[config.mk]
export PLATFORM = sky130hd
export DESIGN_NAME = irwave_seq
export DESIGN_NICKNAME = d
export VERILOG_FILES = /design/src/rtl/irw_pkg.sv /design/src/rtl/irw_fetch.sv /design/src/rtl/irw_carrier.sv /design/src/rtl/irw_done_flag.sv /design/src/rtl/irwave_seq.sv
export SDC_FILE = /design/constraint.sdc
export NUM_CORES = 1
export LEC_CHECK = 0
export BUFFER_PORTS_ARGS = -buffer_cell sky130_fd_sc_hd__buf_2
export CAP_MARGIN = 20
export CORE_ASPECT_RATIO = 2
export CORE_MARGIN = 2
export CORE_UTILIZATION = 34
export CTS_CLUSTER_SIZE = 20
export DETAILED_ROUTE_END_ITERATION = 8
export MAX_ROUTING_LAYER = met4
export PLACE_DENSITY = 0.62
export SYNTH_ARGS = -nofsm -noshare
export SYNTH_HDL_FRONTEND = slang
export SYNTH_SLANG_ARGS = --single-unit
export TNS_END_PERCENT = 10
[constraint.sdc]
create_clock -name clk -period 4 [get_ports clk]
set_input_delay 0.6 -clock clk [delete_from_list [all_inputs] [get_ports clk]]
set_output_delay 0.6 -clock clk [all_outputs]
set_load 0.005 [all_outputs]
[src/rtl/irw_pkg.sv]
package irw_pkg;

    localparam int DESC_W   = 16;
    localparam int SEGLEN_W = 14;
    localparam int HDR_W    = 32;
    localparam int COUNT_W  = HDR_W - 1;

    typedef enum logic [2:0] {
        ST_IDLE,
        ST_HDR_LO,
        ST_HDR_HI,
        ST_HDR_CHK,
        ST_RUN
    } seq_state_e;

    // Field positions are part of the in-memory format.
    typedef struct packed {
        logic                carrier_on;
        logic                alt_set;
        logic [SEGLEN_W-1:0] periods;
    } seg_desc_t;

endpackage

[src/rtl/irw_fetch.sv]
module irw_fetch
    import irw_pkg::*;
#(
    parameter int ADDR_W = 16
) (
    input  logic               clk,
    input  logic               rst_n,
    input  logic               enable,
    input  logic               arm,
    input  logic [ADDR_W-1:0]  arm_addr,
    input  logic [COUNT_W-1:0] arm_count,
    input  logic               take,
    input  logic [DESC_W-1:0]  rd_data,
    output logic               rd_en,
    output logic [ADDR_W-1:0]  rd_addr,
    output logic               buf_valid,
    output seg_desc_t          buf_desc,
    output logic               drained
);

    logic [COUNT_W-1:0] left_q;
    logic [ADDR_W-1:0]  ptr_q;
    logic               pend_q;
    seg_desc_t          resp_desc;
    logic               resp_keep;

    // Issue a read when nothing is in flight, words remain and the
    // single prefetch slot is empty or being emptied this cycle.
    assign rd_en     = enable && !pend_q && (left_q != '0) && (!buf_valid || take);
    assign rd_addr   = ptr_q;
    assign drained   = (left_q == '0) && !pend_q;
    assign resp_desc = seg_desc_t'(rd_data);
    assign resp_keep = pend_q && (resp_desc.periods != '0);

    always_ff @(posedge clk or negedge rst_n) begin
        if (!rst_n) begin
            left_q    <= '0;
            ptr_q     <= '0;
            pend_q    <= 1'b0;
            buf_valid <= 1'b0;
            buf_desc  <= '0;
        end else begin
            if (arm) begin
                ptr_q  <= arm_addr;
                left_q <= arm_count;
            end else if (rd_en) begin
                ptr_q  <= ptr_q + ADDR_W'(1);
                left_q <= left_q - COUNT_W'(1);
            end
            pend_q <= rd_en;
            if (take) begin
                buf_valid <= 1'b0;
            end
            // Zero-length descriptors are dropped on arrival.
            if (resp_keep) begin
                buf_valid <= 1'b1;
                buf_desc  <= resp_desc;
            end
        end
    end

endmodule

[src/rtl/irw_carrier.sv]
module irw_carrier
    import irw_pkg::*;
#(
    parameter int TICK_W = 16
) (
    input  logic                clk,
    input  logic                rst_n,
    input  logic                load,
    input  logic                ld_on,
    input  logic [TICK_W-1:0]   ld_period,
    input  logic [TICK_W-1:0]   ld_cmp,
    input  logic [SEGLEN_W-1:0] ld_len,
    output logic                active,
    output logic                last_tick,
    output logic                carrier_on,
    output logic                pwm
);

    logic [TICK_W-1:0]   tick_q;
    logic [TICK_W-1:0]   per_q;
    logic [TICK_W-1:0]   cmp_q;
    logic [SEGLEN_W-1:0] rem_q;
    logic                on_q;
    logic                act_q;
    logic                period_end;

    assign period_end = (tick_q == per_q - TICK_W'(1));
    assign last_tick  = act_q && period_end && (rem_q == SEGLEN_W'(1));
    assign active     = act_q;
    assign carrier_on = on_q;
    assign pwm        = act_q && on_q && (tick_q < cmp_q);

    // Timing values are captured at segment load so that register
    // updates never disturb a segment already in play.
    always_ff @(posedge clk or negedge rst_n) begin
        if (!rst_n) begin
            tick_q <= '0;
            per_q  <= '0;
            cmp_q  <= '0;
            rem_q  <= '0;
            on_q   <= 1'b0;
            act_q  <= 1'b0;
        end else if (load) begin
            act_q  <= 1'b1;
            on_q   <= ld_on;
            per_q  <= ld_period;
            cmp_q  <= ld_cmp;
            rem_q  <= ld_len;
            tick_q <= '0;
        end else if (act_q) begin
            if (period_end) begin
                tick_q <= '0;
                if (rem_q == SEGLEN_W'(1)) begin
                    act_q <= 1'b0;
                end
                rem_q <= rem_q - SEGLEN_W'(1);
            end else begin
                tick_q <= tick_q + TICK_W'(1);
            end
        end
    end

endmodule

[src/rtl/irw_done_flag.sv]
module irw_done_flag (
    input  logic clk,
    input  logic rst_n,
    input  logic set,
    input  logic clr,
    input  logic irq_en,
    output logic done,
    output logic irq
);

    always_ff @(posedge clk or negedge rst_n) begin
        if (!rst_n) begin
            done <= 1'b0;
        end else if (set) begin
            done <= 1'b1;
        end else if (clr) begin
            done <= 1'b0;
        end
    end

    assign irq = done && irq_en;

endmodule

[src/rtl/irwave_seq.sv]
module irwave_seq
    import irw_pkg::*;
#(
    parameter int ADDR_W = 16,
    parameter int TICK_W = 16
) (
    input  logic              clk,
    input  logic              rst_n,
    input  logic              start,
    input  logic [ADDR_W-1:0] base_addr,
    input  logic [TICK_W-1:0] norm_period,
    input  logic [TICK_W-1:0] norm_cmp,
    input  logic [TICK_W-1:0] alt_period,
    input  logic [TICK_W-1:0] alt_cmp,
    input  logic              irq_en,
    input  logic              done_clr,
    output logic              rd_en,
    output logic [ADDR_W-1:0] rd_addr,
    input  logic [DESC_W-1:0] rd_data,
    output logic              pwm_out,
    output logic              busy,
    output logic              done,
    output logic              irq
);

    localparam int HALF_W = HDR_W / 2;

    seq_state_e        state_q, state_d;
    logic [ADDR_W-1:0] base_q;
    logic [HALF_W-1:0] hdr_lo_q;
    logic [HDR_W-1:0]  hdr_len;
    logic              hdr_bad;

    logic              hdr_rd;
    logic [ADDR_W-1:0] hdr_addr;
    logic              fetch_en;
    logic              arm;
    logic              raise_done;

    logic              f_rd_en;
    logic [ADDR_W-1:0] f_rd_addr;
    logic              buf_valid;
    seg_desc_t         buf_desc;
    logic              drained;

    logic              seg_active;
    logic              seg_last;
    logic              seg_on;
    logic              seg_load;
    logic              list_end;
    logic [TICK_W-1:0] sel_period;
    logic [TICK_W-1:0] sel_cmp;

    assign hdr_len  = {rd_data, hdr_lo_q};
    assign hdr_bad  = (hdr_len == '0) || hdr_len[0];
    assign seg_load = (state_q == ST_RUN) && buf_valid && (!seg_active || seg_last);
    assign list_end = (!seg_active || seg_last) && !buf_valid && drained;

    // State register
    always_ff @(posedge clk or negedge rst_n) begin
        if (!rst_n) begin
            state_q <= ST_IDLE;
        end else begin
            state_q <= state_d;
        end
    end

    // Header capture
    always_ff @(posedge clk or negedge rst_n) begin
        if (!rst_n) begin
            base_q   <= '0;
            hdr_lo_q <= '0;
        end else begin
            if (state_q == ST_IDLE && start) begin
                base_q <= base_addr;
            end
            if (state_q == ST_HDR_HI) begin
                hdr_lo_q <= rd_data;
            end
        end
    end

    // Next state
    always_comb begin
        state_d = state_q;
        unique case (state_q)
            ST_IDLE:    if (start) state_d = ST_HDR_LO;
            ST_HDR_LO:  state_d = ST_HDR_HI;
            ST_HDR_HI:  state_d = ST_HDR_CHK;
            ST_HDR_CHK: state_d = hdr_bad ? ST_IDLE : ST_RUN;
            ST_RUN:     if (list_end) state_d = ST_IDLE;
            default:    state_d = ST_IDLE;
        endcase
    end

    // State outputs
    always_comb begin
        hdr_rd     = 1'b0;
        hdr_addr   = base_q;
        fetch_en   = 1'b0;
        arm        = 1'b0;
        raise_done = 1'b0;
        unique case (state_q)
            ST_IDLE: begin
            end
            ST_HDR_LO: begin
                hdr_rd   = 1'b1;
                hdr_addr = base_q;
            end
            ST_HDR_HI: begin
                hdr_rd   = 1'b1;
                hdr_addr = base_q + ADDR_W'(1);
            end
            ST_HDR_CHK: begin
                if (hdr_bad) begin
                    raise_done = 1'b1;
                end else begin
                    arm = 1'b1;
                end
            end
            ST_RUN: begin
                fetch_en   = 1'b1;
                raise_done = list_end;
            end
            default: begin
            end
        endcase
    end

    assign rd_en      = hdr_rd || f_rd_en;
    assign rd_addr    = hdr_rd ? hdr_addr : f_rd_addr;
    assign busy       = (state_q != ST_IDLE);
    assign sel_period = buf_desc.alt_set ? alt_period : norm_period;
    assign sel_cmp    = buf_desc.alt_set ? alt_cmp    : norm_cmp;

    irw_fetch #(
        .ADDR_W(ADDR_W)
    ) u_fetch (
        .clk       (clk),
        .rst_n     (rst_n),
        .enable    (fetch_en),
        .arm       (arm),
        .arm_addr  (base_q + ADDR_W'(2)),
        .arm_count (hdr_len[HDR_W-1:1]),
        .take      (seg_load),
        .rd_data   (rd_data),
        .rd_en     (f_rd_en),
        .rd_addr   (f_rd_addr),
        .buf_valid (buf_valid),
        .buf_desc  (buf_desc),
        .drained   (drained)
    );

    irw_carrier #(
        .TICK_W(TICK_W)
    ) u_play (
        .clk        (clk),
        .rst_n      (rst_n),
        .load       (seg_load),
        .ld_on      (buf_desc.carrier_on),
        .ld_period  (sel_period),
        .ld_cmp     (sel_cmp),
        .ld_len     (buf_desc.periods),
        .active     (seg_active),
        .last_tick  (seg_last),
        .carrier_on (seg_on),
        .pwm        (pwm_out)
    );

    irw_done_flag u_done (
        .clk    (clk),
        .rst_n  (rst_n),
        .set    (raise_done),
        .clr    (done_clr),
        .irq_en (irq_en),
        .done   (done),
        .irq    (irq)
    );

endmodule

==> metrics, run 1 <==
outcome=finished clean; min Tclk post-route=3.90 ns; Least-Margin Pin Slew=1.13 ns; Vias/cell=5.47; WP data arrival=3.30 ns; Power Density=748 nW/um^2; Filler Cells Inserted=2909; share of layout cells above drive strength 1=22.9%; Final Max Tran Viols=0; I/O pin count=122; Yosys reg bits=165; area grow syn2layout=18.1%; 1st-pass router iterations=5; DR iter-0 viols=432; fmax=257 MHz; CTS clk-pin slew, worst paths=0.07 ns; crit path kind=flop to output port; Mapped Nets=1220; most common cell in the netlist=dfrtp_1; htree depth=4; Tot Pwr=8.80 mW; CP Data Required Time=3.40 ns; Fin. Hold Viols=0; Max-Cap Viols=0; ranking of synthesized cells by area=dfrtp_1, mux2_2, o21ai_0, nor2_1, mux2i_1; global-route wire length before repair=46.2 mm; Die Height=246 um; Total GRT Usage=19.7%; FF-to-FF Start=u_play.per_q[1]; most instantiated cells after synthesis=dfrtp_1, nor2_1, o21ai_0, nand2_1, mux2_2; gr ovfl total=0; Final period util=97.4%; number of port buffers=121; RSZ-0062 raised after global routing=true; gpl congestion=0.846; reg2reg path depth=13; cell leakage power=5.23 nW; Post-DRT Antenna Nets=0; drt total wl=29.2 mm; detailed-placement wirelength estimate=22.2 mm; total number of vias=8687; drc violations=0; worst r2r dst=u_fetch.left_q[16]; clk_lat worst skew=0.46 ns; Initial Utilization=34.5%; hold_ws=0.178 ns; main flop type after synthesis=dfrtp_1; CORE AREA=28800 um^2; FFs w/ async S/R, synth=100%; Max Fanout on Critical Path=4; largest net degree at the start of global routing=77; Die Area=30800 um^2; register area share after synthesis=41.4%; vias in the first global route=8844; Layout Skew=0.0123 ns; number of placement rows=88; startpoint types=flop; final setup vio count=0; antenna violations before repair=1; worst hold path class=primary input to async pin; CTS Buffer Depth=2; Yosys top cell by area=dfrtp_1; Inst Count DP=1547; Sink Count=165; Die W=125 um; worst vdd ir=0.358 mV; Synth warnings=0; root buffer cell=clkbuf_16; Mapped Area=9960 um^2; R2R setup slack=0.25 ns; Slew Limit Headroom=24.3%; Layout Cells excl Fill=1587; CP Capture Type=output port; Yosys top cell area share=41.4%; Synth Instances=1096; Post-synth EDFFs=0; hold buffer count at cts=0; Netlist cell types=76; WL/cell=18.4 um; Avg Inst Size Synth=9.09 um^2; Nets=1337; Num CTS Buffers=17; CTS tree=built
worst max-delay path by stage:
stage / startpoint / endpoint / slack (ns) / cells after the start
6_report: u_play.per_q[1] / rd_en / 0.10 / 10
2_1_floorplan: u_play.per_q[0] / rd_en / 0.26 / 12
5_1_grt: u_play.per_q[1] / rd_en / -0.02 / 10
4_1_cts: u_play.per_q[1] / rd_en / 0.06 / 10
3_3_place_gp: u_play.per_q[0] / rd_en / 0.25 / 12
3_5_place_dp: u_play.per_q[1] / rd_en / 0.24 / 10
routing by layer:
metal / vias up / wire length [um] / track usage [%]
met5: - / 0 / -
met4: 0 / 1850 / 13.1
met3: 87 / 872 / 2.98
met2: 206 / 16500 / 37.7
met1: 4212 / 9940 / 17.6
li1: 4182 / - / -
worst max-delay path, cell delays in order, from the launching register on:
cell and delay [ns]:
dfrtp_1 0.40, inv_2 0.07, ha_4 0.14, or4b_4 0.49, or4_4 0.56, a2111oi_4 0.39
o211ai_1 0.24, o211ai_4 0.26, nand2_4 0.08, o21ai_2 0.07, buf_2 0.15
power breakdown:
part / total, mW / switching, mW / internal [mW] / leakage [nW]
logic: 3.68 / 1.90 / 1.78 / 2.97
registers: 3.41 / 0.983 / 2.42 / 1.97
clock network: 1.72 / 0.765 / 0.954 / 0.291
layout make-up:
class                      instances  area, um^2  area share (%)
clock buffer                      18         439            3.73
clock inverter                    14         161            1.37
timing repair buffer             161         937            7.96
multi-input combinational        826        5490            46.6
inverter                          42         158            1.34
antenna                            1        2.50          0.0213
tap                              360         450            3.83
sequential                       165        4130            35.1
stage by stage:
stage               area (um^2)  setup TNS [ns]  util (%)  setup slack [ns]
floorplan                  9960               0         -             0.259
finish                    11800               0      40.8             0.103
detailed placement        11000               0      38.3             0.236
global placement          11000               0      38.3             0.249
global route              11800         -0.0211      40.8           -0.0211
CTS                       11700               0      40.6            0.0646
layout by cell type, fill, tap and decap left out, types with 12 or more instances in the layout:
master,synthesis,layout
nor3_1,38,37
xnor2_1,30,30
ha_1,23,22
mux2i_1,40,40
a21oi_1,42,42
mux2_2,50,50
dfrtp_1,165,163
a221o_1,13,13
clkbuf_16,0,17
nand2b_1,18,18
o21ai_0,104,103
nor4_1,19,19
xor2_1,26,26
nand2_1,90,89
inv_1,41,39
a21o_1,19,18
and3_1,15,15
buf_4,1,38
nor2_1,112,111
buf_2,14,120
nand4_1,12,12
nand3_1,37,37
flip-flops by register name, summed over array words and instances (netlist names):
signal and count:
u_fetch.left_q 31, base_q 16, hdr_lo_q 16, u_fetch.buf_desc 16, u_fetch.rd_addr 16, u_play.cmp_q 16, u_play.per_q 16, u_play.tick_q 16
u_play.rem_q 14, state_q 3, u_done.done 1, u_fetch.buf_valid 1, u_fetch.pend_q 1, u_play.active 1, u_play.carrier_on 1
repair_timing:
action / CTS / global route
pin swaps: 4 / 6
gates resized for setup: 10 / 6
endpoints found under the setup margin: 1 / 1
buffers inserted: 3 / 4
logic make-up after synthesis:
family | share of synthesized area (%)
AND/OR/NAND/NOR | 19.1
AO/OA/AOI/OAI | 17.4
flip-flops | 41.4
buffers and inverters | 4.32
multiplexers | 9.67
XOR/XNOR | 5.15
adder cells (fa/ha/maj) | 2.89
(Power assumes the default switching activity.)
==> run 2, diff against run 1 <==
Settings changed: RECOVER_POWER set to 50.
==> run 2 against run 1 <==
The run now ends with capacitance limit, slew limit left. Wire length barely moved. Register-to-register slack barely moved. Hold slack improved by 0.19 ns. Via count barely moved. Combinational power barely moved. Largest cell class unchanged. Die area did not move. Utilization fell by 0.11 points. Worst setup slack improved by 0.0044 ns. Count of clock-buffer cells in the layout did not move. Power barely moved. Sequential share of layout area rose by 0.097 points.
==> metrics, run 2 (synthesis gave the netlist of run 1 again) <==
Power Density=749 nW/um^2; crit path kind=flop to output port; Internal=5.15 mW; CP Data Required Time=3.40 ns; gpl congestion=0.846; Fin. Hold Viols=0; Slew Limit Headroom=-38.8%; CTS clk-pin slew, worst paths=0.07 ns; largest net degree at the start of global routing=77; GR Util met3=2.98%; fmax=257 MHz; htree depth=4; worst hold path class=primary input to flop; Die Area=30800 um^2; Max Fanout on Critical Path=4; antenna violations before repair=1; RSZ-0062 raised after global routing=true; cell leakage power=5.22 nW; CP Capture Type=output port; Sequential Power Share=38.7%; vias in the first global route=8844; Initial Utilization=34.5%; Total GRT Usage=19.7%; Layout Cells excl Fill=1587; Storage cell area=4130 um^2; Max-Cap Viols=1; GRT Max-Usage Layer=met2; Tot Pwr=8.80 mW; 1st-pass router iterations=5; Sink Count=165; Least-Margin Pin Slew=2.08 ns; outcome=finished, violations left; area grow syn2layout=17.8%; Num CTS Buffers=17; CTS tree=built; switching part of the total=41.5%; Vias/cell=5.48; Filler Cells Inserted=2913; Final Instance Area=11700 um^2; Die Height=246 um; CTS Buffer Depth=2; GR Util met2=37.7%; I/O pin count=122; met1 Usage GRT=17.6%; hold_ws=0.371 ns; WP data arrival=3.29 ns; part of the power in the clock network=19.6%; WL/cell=18.4 um; number of port buffers=121; drt total wl=29.2 mm; clk_lat worst skew=0.46 ns; Final Util=40.7%; root buffer cell=clkbuf_16; most frequent cells in the layout=dfrtp_1, buf_2, nor2_1, o21ai_0, nand2_1; startpoint types=flop; detailed-placement wirelength estimate=22.2 mm; Final Max Tran Viols=77; Layout Skew=0.0124 ns; Die W=125 um; Inst Count DP=1547; NetSw=3.65 mW; final setup vio count=0; combinational share of power=41.7%; hold buffer count at cts=0; failing checks=capacitance limit, slew limit; worst vdd ir=0.358 mV; min Tclk post-route=3.89 ns; number of placement rows=88; most flop-heavy register=u_fetch.left_q; Nets=1337; R2R setup slack=0.25 ns; multi-input logic area=5490 um^2; total number of vias=8691; DR iter-0 viols=438; Post-DRT Antenna Nets=0; Final period util=97.3%; most common cell after layout, fill and taps aside=dfrtp_1; drc violations=0; CORE AREA=28800 um^2; gr ovfl total=0; global-route wire length before repair=46.2 mm; share of layout cells above drive strength 1=22.7%; Post-DP Area=11000 um^2; max reg flops=31
run 2: cell types whose count changed in the layout (fill, tap and decap cells not counted):
| cell | delta |
|---|---|
| clkbuf_2 | +2 |
| buf_6 | -1 |
| buf_12 | -1 |
| buf_4 | -3 |
| clkbuf_1 | +3 |
run 2: through the flow:
stage	worst slack (ns)	TNS (ns)
after floorplan	0.259	0
after global placement	0.249	0
after detailed placement	0.236	0
after CTS	0.0646	0
after global routing	-0.0211	-0.0211
final	0.107	0
run 2: final timing paths:
kind | start | endpoint | cells past startpoint
worst min-delay path | base_addr[11] | base_q[11] | 2
worst min register to register | u_fetch.buf_desc[15] | u_play.carrier_on | 2
max in group asynchronous | rst_n | u_fetch.rd_addr[6] | 2
worst max register to register | u_play.per_q[1] | u_fetch.left_q[16] | 13
worst max-delay path | u_play.per_q[1] | rd_en | 10
min in group asynchronous | rst_n | u_play.rem_q[0] | 1
run 2: repair_timing:
item / in CTS / in global routing
cloned: 0 / 0
setup buffers: 3 / 4
gates resized for setup: 10 / 6
setup endpoints to repair: 1 / 1
pin swaps: 4 / 6
run 2: cell type report:
cell class / instances / share of cell area, %
Inverter: 42 / 1.34
Clock buffer: 18 / 3.74
Multi-Input combinational cell: 826 / 46.8
Tap cell: 360 / 3.84
Antenna cell: 1 / 0.0213
Clock inverter: 14 / 1.38
Timing Repair Buffer: 161 / 7.71
Sequential cell: 165 / 35.2
run 2: critical path, stage by stage, from the launching register on:
cell       delay [ns]
dfrtp_1          0.40
inv_2            0.07
ha_4             0.14
or4b_4           0.49
or4_4            0.56
a2111oi_4        0.39
o211ai_1         0.24
o211ai_4         0.26
nand2_4          0.08
o21ai_2          0.07
buf_2            0.15
run 2: layer usage:
metal / routed length [um] / vias up
li1: - / 4179
met1: 9890 / 4221
met4: 1800 / 0
met3: 873 / 83
met2: 16600 / 208
met5: 0 / -
run 2: power groups by stage:
stage	combinational, mW	sequential, mW	clock, mW
6_report	3.67	3.40	1.72
5_1_grt	4.10	3.53	1.83
4_1_cts	3.69	3.40	1.76
3_5_place_dp	3.63	3.42	0
3_3_place_gp	3.55	3.40	0
2_1_floorplan	2.74	2.98	0
==> run 3, diff against run 2 <==
Settings changed: BUFFER_PORTS_ARGS -buffer_cell sky130_fd_sc_hd__buf_2 to -buffer_cell sky130_fd_sc_hd__buf_4.
==> run 3 against run 2 <==
The run still ends with capacitance limit, slew limit left. Power grew 1.2%. Hold slack lost 0.0075 ns. Worst setup slack gained 0.0018 ns. Largest power group unchanged.
==> metrics, run 3 (synthesis gave the netlist of run 1 again) <==
outcome=finished, violations left; failing checks=capacitance limit, slew limit; multi-input logic area=5490 um^2; area grow syn2layout=20.9%; Layout Skew=0.0123 ns; Storage cell area=4130 um^2; most common cell after layout, fill and taps aside=dfrtp_1; final setup vio count=0; Die Area=30800 um^2; antenna violations before repair=0; root buffer cell=clkbuf_16; number of port buffers=121; crit path buf inv count=2; Die W=125 um; CP top delay family=simple AND/OR/NAND/NOR gates; share of layout cells above drive strength 1=22.9%; 1st-pass router iterations=5; Tot Pwr=8.90 mW; cell leakage power=5.33 nW; Filler Cells Inserted=2900; max reg flops=31; largest net degree at the start of global routing=86; gpl congestion=0.882; critical path, cell by cell=inv_2 -> ha_4 -> or4b_4 -> or4_4 -> a2111oi_4 -> o211ai_1 -> o211ai_4 -> nand2_4 -> o21ai_2 -> buf_4; Vias/cell=5.54; drt total wl=30.0 mm; detailed-placement wirelength estimate=22.2 mm; WP data arrival=3.29 ns; Final period util=97.3%; slowest CP cell=or4_4; vias in the first global route=8814; hold buffer count at cts=0; Final Max Tran Viols=85; CP Capture Type=output port; DR iter-0 viols=630; CTS tree=built; I/O pin count=122; Slew Limit Headroom=-54.6%; Sink Count=165; Largest stage delay, worst path=0.55 ns; gr ovfl total=0; CTS Buffer Depth=2; min Tclk post-route=3.89 ns; Die Height=246 um; n_diodes=0; Nets=1339; fmax=257 MHz; worst setup margin=0.109 ns; Final Instance Area=12100 um^2; total number of vias=8795; Post-DP Area=11300 um^2; Num CTS Buffers=17; worst hold path class=primary input to flop; Initial Utilization=34.5%; drc violations=0; Max Fanout on Critical Path=5; global-route wire length before repair=46.9 mm; worst slack, placed=0.199 ns; WL/cell=18.9 um; clk_lat worst skew=0.46 ns; crit path kind=flop to output port; Post-DRT Antenna Nets=0; most frequent cells in the layout=dfrtp_1, buf_4, nor2_1, o21ai_0, nand2_1; Power Density=738 nW/um^2; number of placement rows=88; most flop-heavy register=u_fetch.left_q; Least-Margin Pin Slew=2.32 ns; CTS clk-pin slew, worst paths=0.08 ns; Max-Cap Viols=1; Fin. Hold Viols=0; worst vdd ir=0.519 mV; startpoint types=flop; CP Data Required Time=3.40 ns; htree depth=4; Total GRT Usage=20.0%; CORE AREA=28800 um^2
## run 3: power by group
group | internal (mW) | total, mW | switching, mW
clock network | 0.874 | 1.67 | 0.796
logic | 1.90 | 3.81 | 1.91
registers | 2.42 | 3.42 | 0.997
## run 3: stage by stage
| step | cells | hold WS, ns | util [%] | setup TNS, ns |
|---|---|---|---|---|
| after floorplan | 1096 | 0.304 | - | 0 |
| after global placement | 1547 | 0.454 | 39.3 | 0 |
| after detailed placement | 1547 | 0.458 | 39.3 | 0 |
| after CTS | 1581 | 0.249 | 41.5 | 0 |
| after global routing | 1588 | 0.358 | 41.8 | -0.0260 |
| final | 1588 | 0.363 | 41.8 | 0 |
## run 3: repair_timing
action	in CTS	in global routing
resized for setup	8	10
gates cloned	0	0
setup buffers	2	7
setup endpoints to repair	1	1
pin swaps	3	6
## run 3: worst paths after layout
kind,from,to,slack [ns],depth (start not counted)
max,u_play.per_q[1],rd_en,0.11,10
min,base_addr[13],base_q[13],0.36,2
max reg2reg,u_play.per_q[1],u_fetch.left_q[12],0.27,12
min reg2reg,u_fetch.buf_desc[15],u_play.carrier_on,0.47,2
max in group asynchronous,rst_n,u_fetch.left_q[14],0.90,2
min in group asynchronous,rst_n,u_play.rem_q[1],0.82,1
## run 3: metal layers
layer	track usage [%]	routed length, um	vias to the layer above
li1	-	-	4183
met3	2.76	840	89
met4	12.7	1820	0
met2	37.7	16800	233
met1	18.8	10500	4290
met5	-	0	-
## run 3: area by class of cell
cell class | instances | share of cell area, %
Clock buffer | 17 | 3.53
Clock inverter | 15 | 1.25
Inverter | 42 | 1.31
Multi-Input combinational cell | 826 | 45.6
Sequential cell | 165 | 34.3
Tap cell | 360 | 3.74
Timing Repair Buffer | 163 | 10.3
## run 3: worst register-to-register path: cells and delay by family, from the launching register on
family | cells | cell delay (ns)
simple gates | 2 | 1.06
fa+ha+maj | 1 | 0.15
compound gates | 6 | 1.41
flops | 1 | 0.41
buf+inv | 3 | 0.58
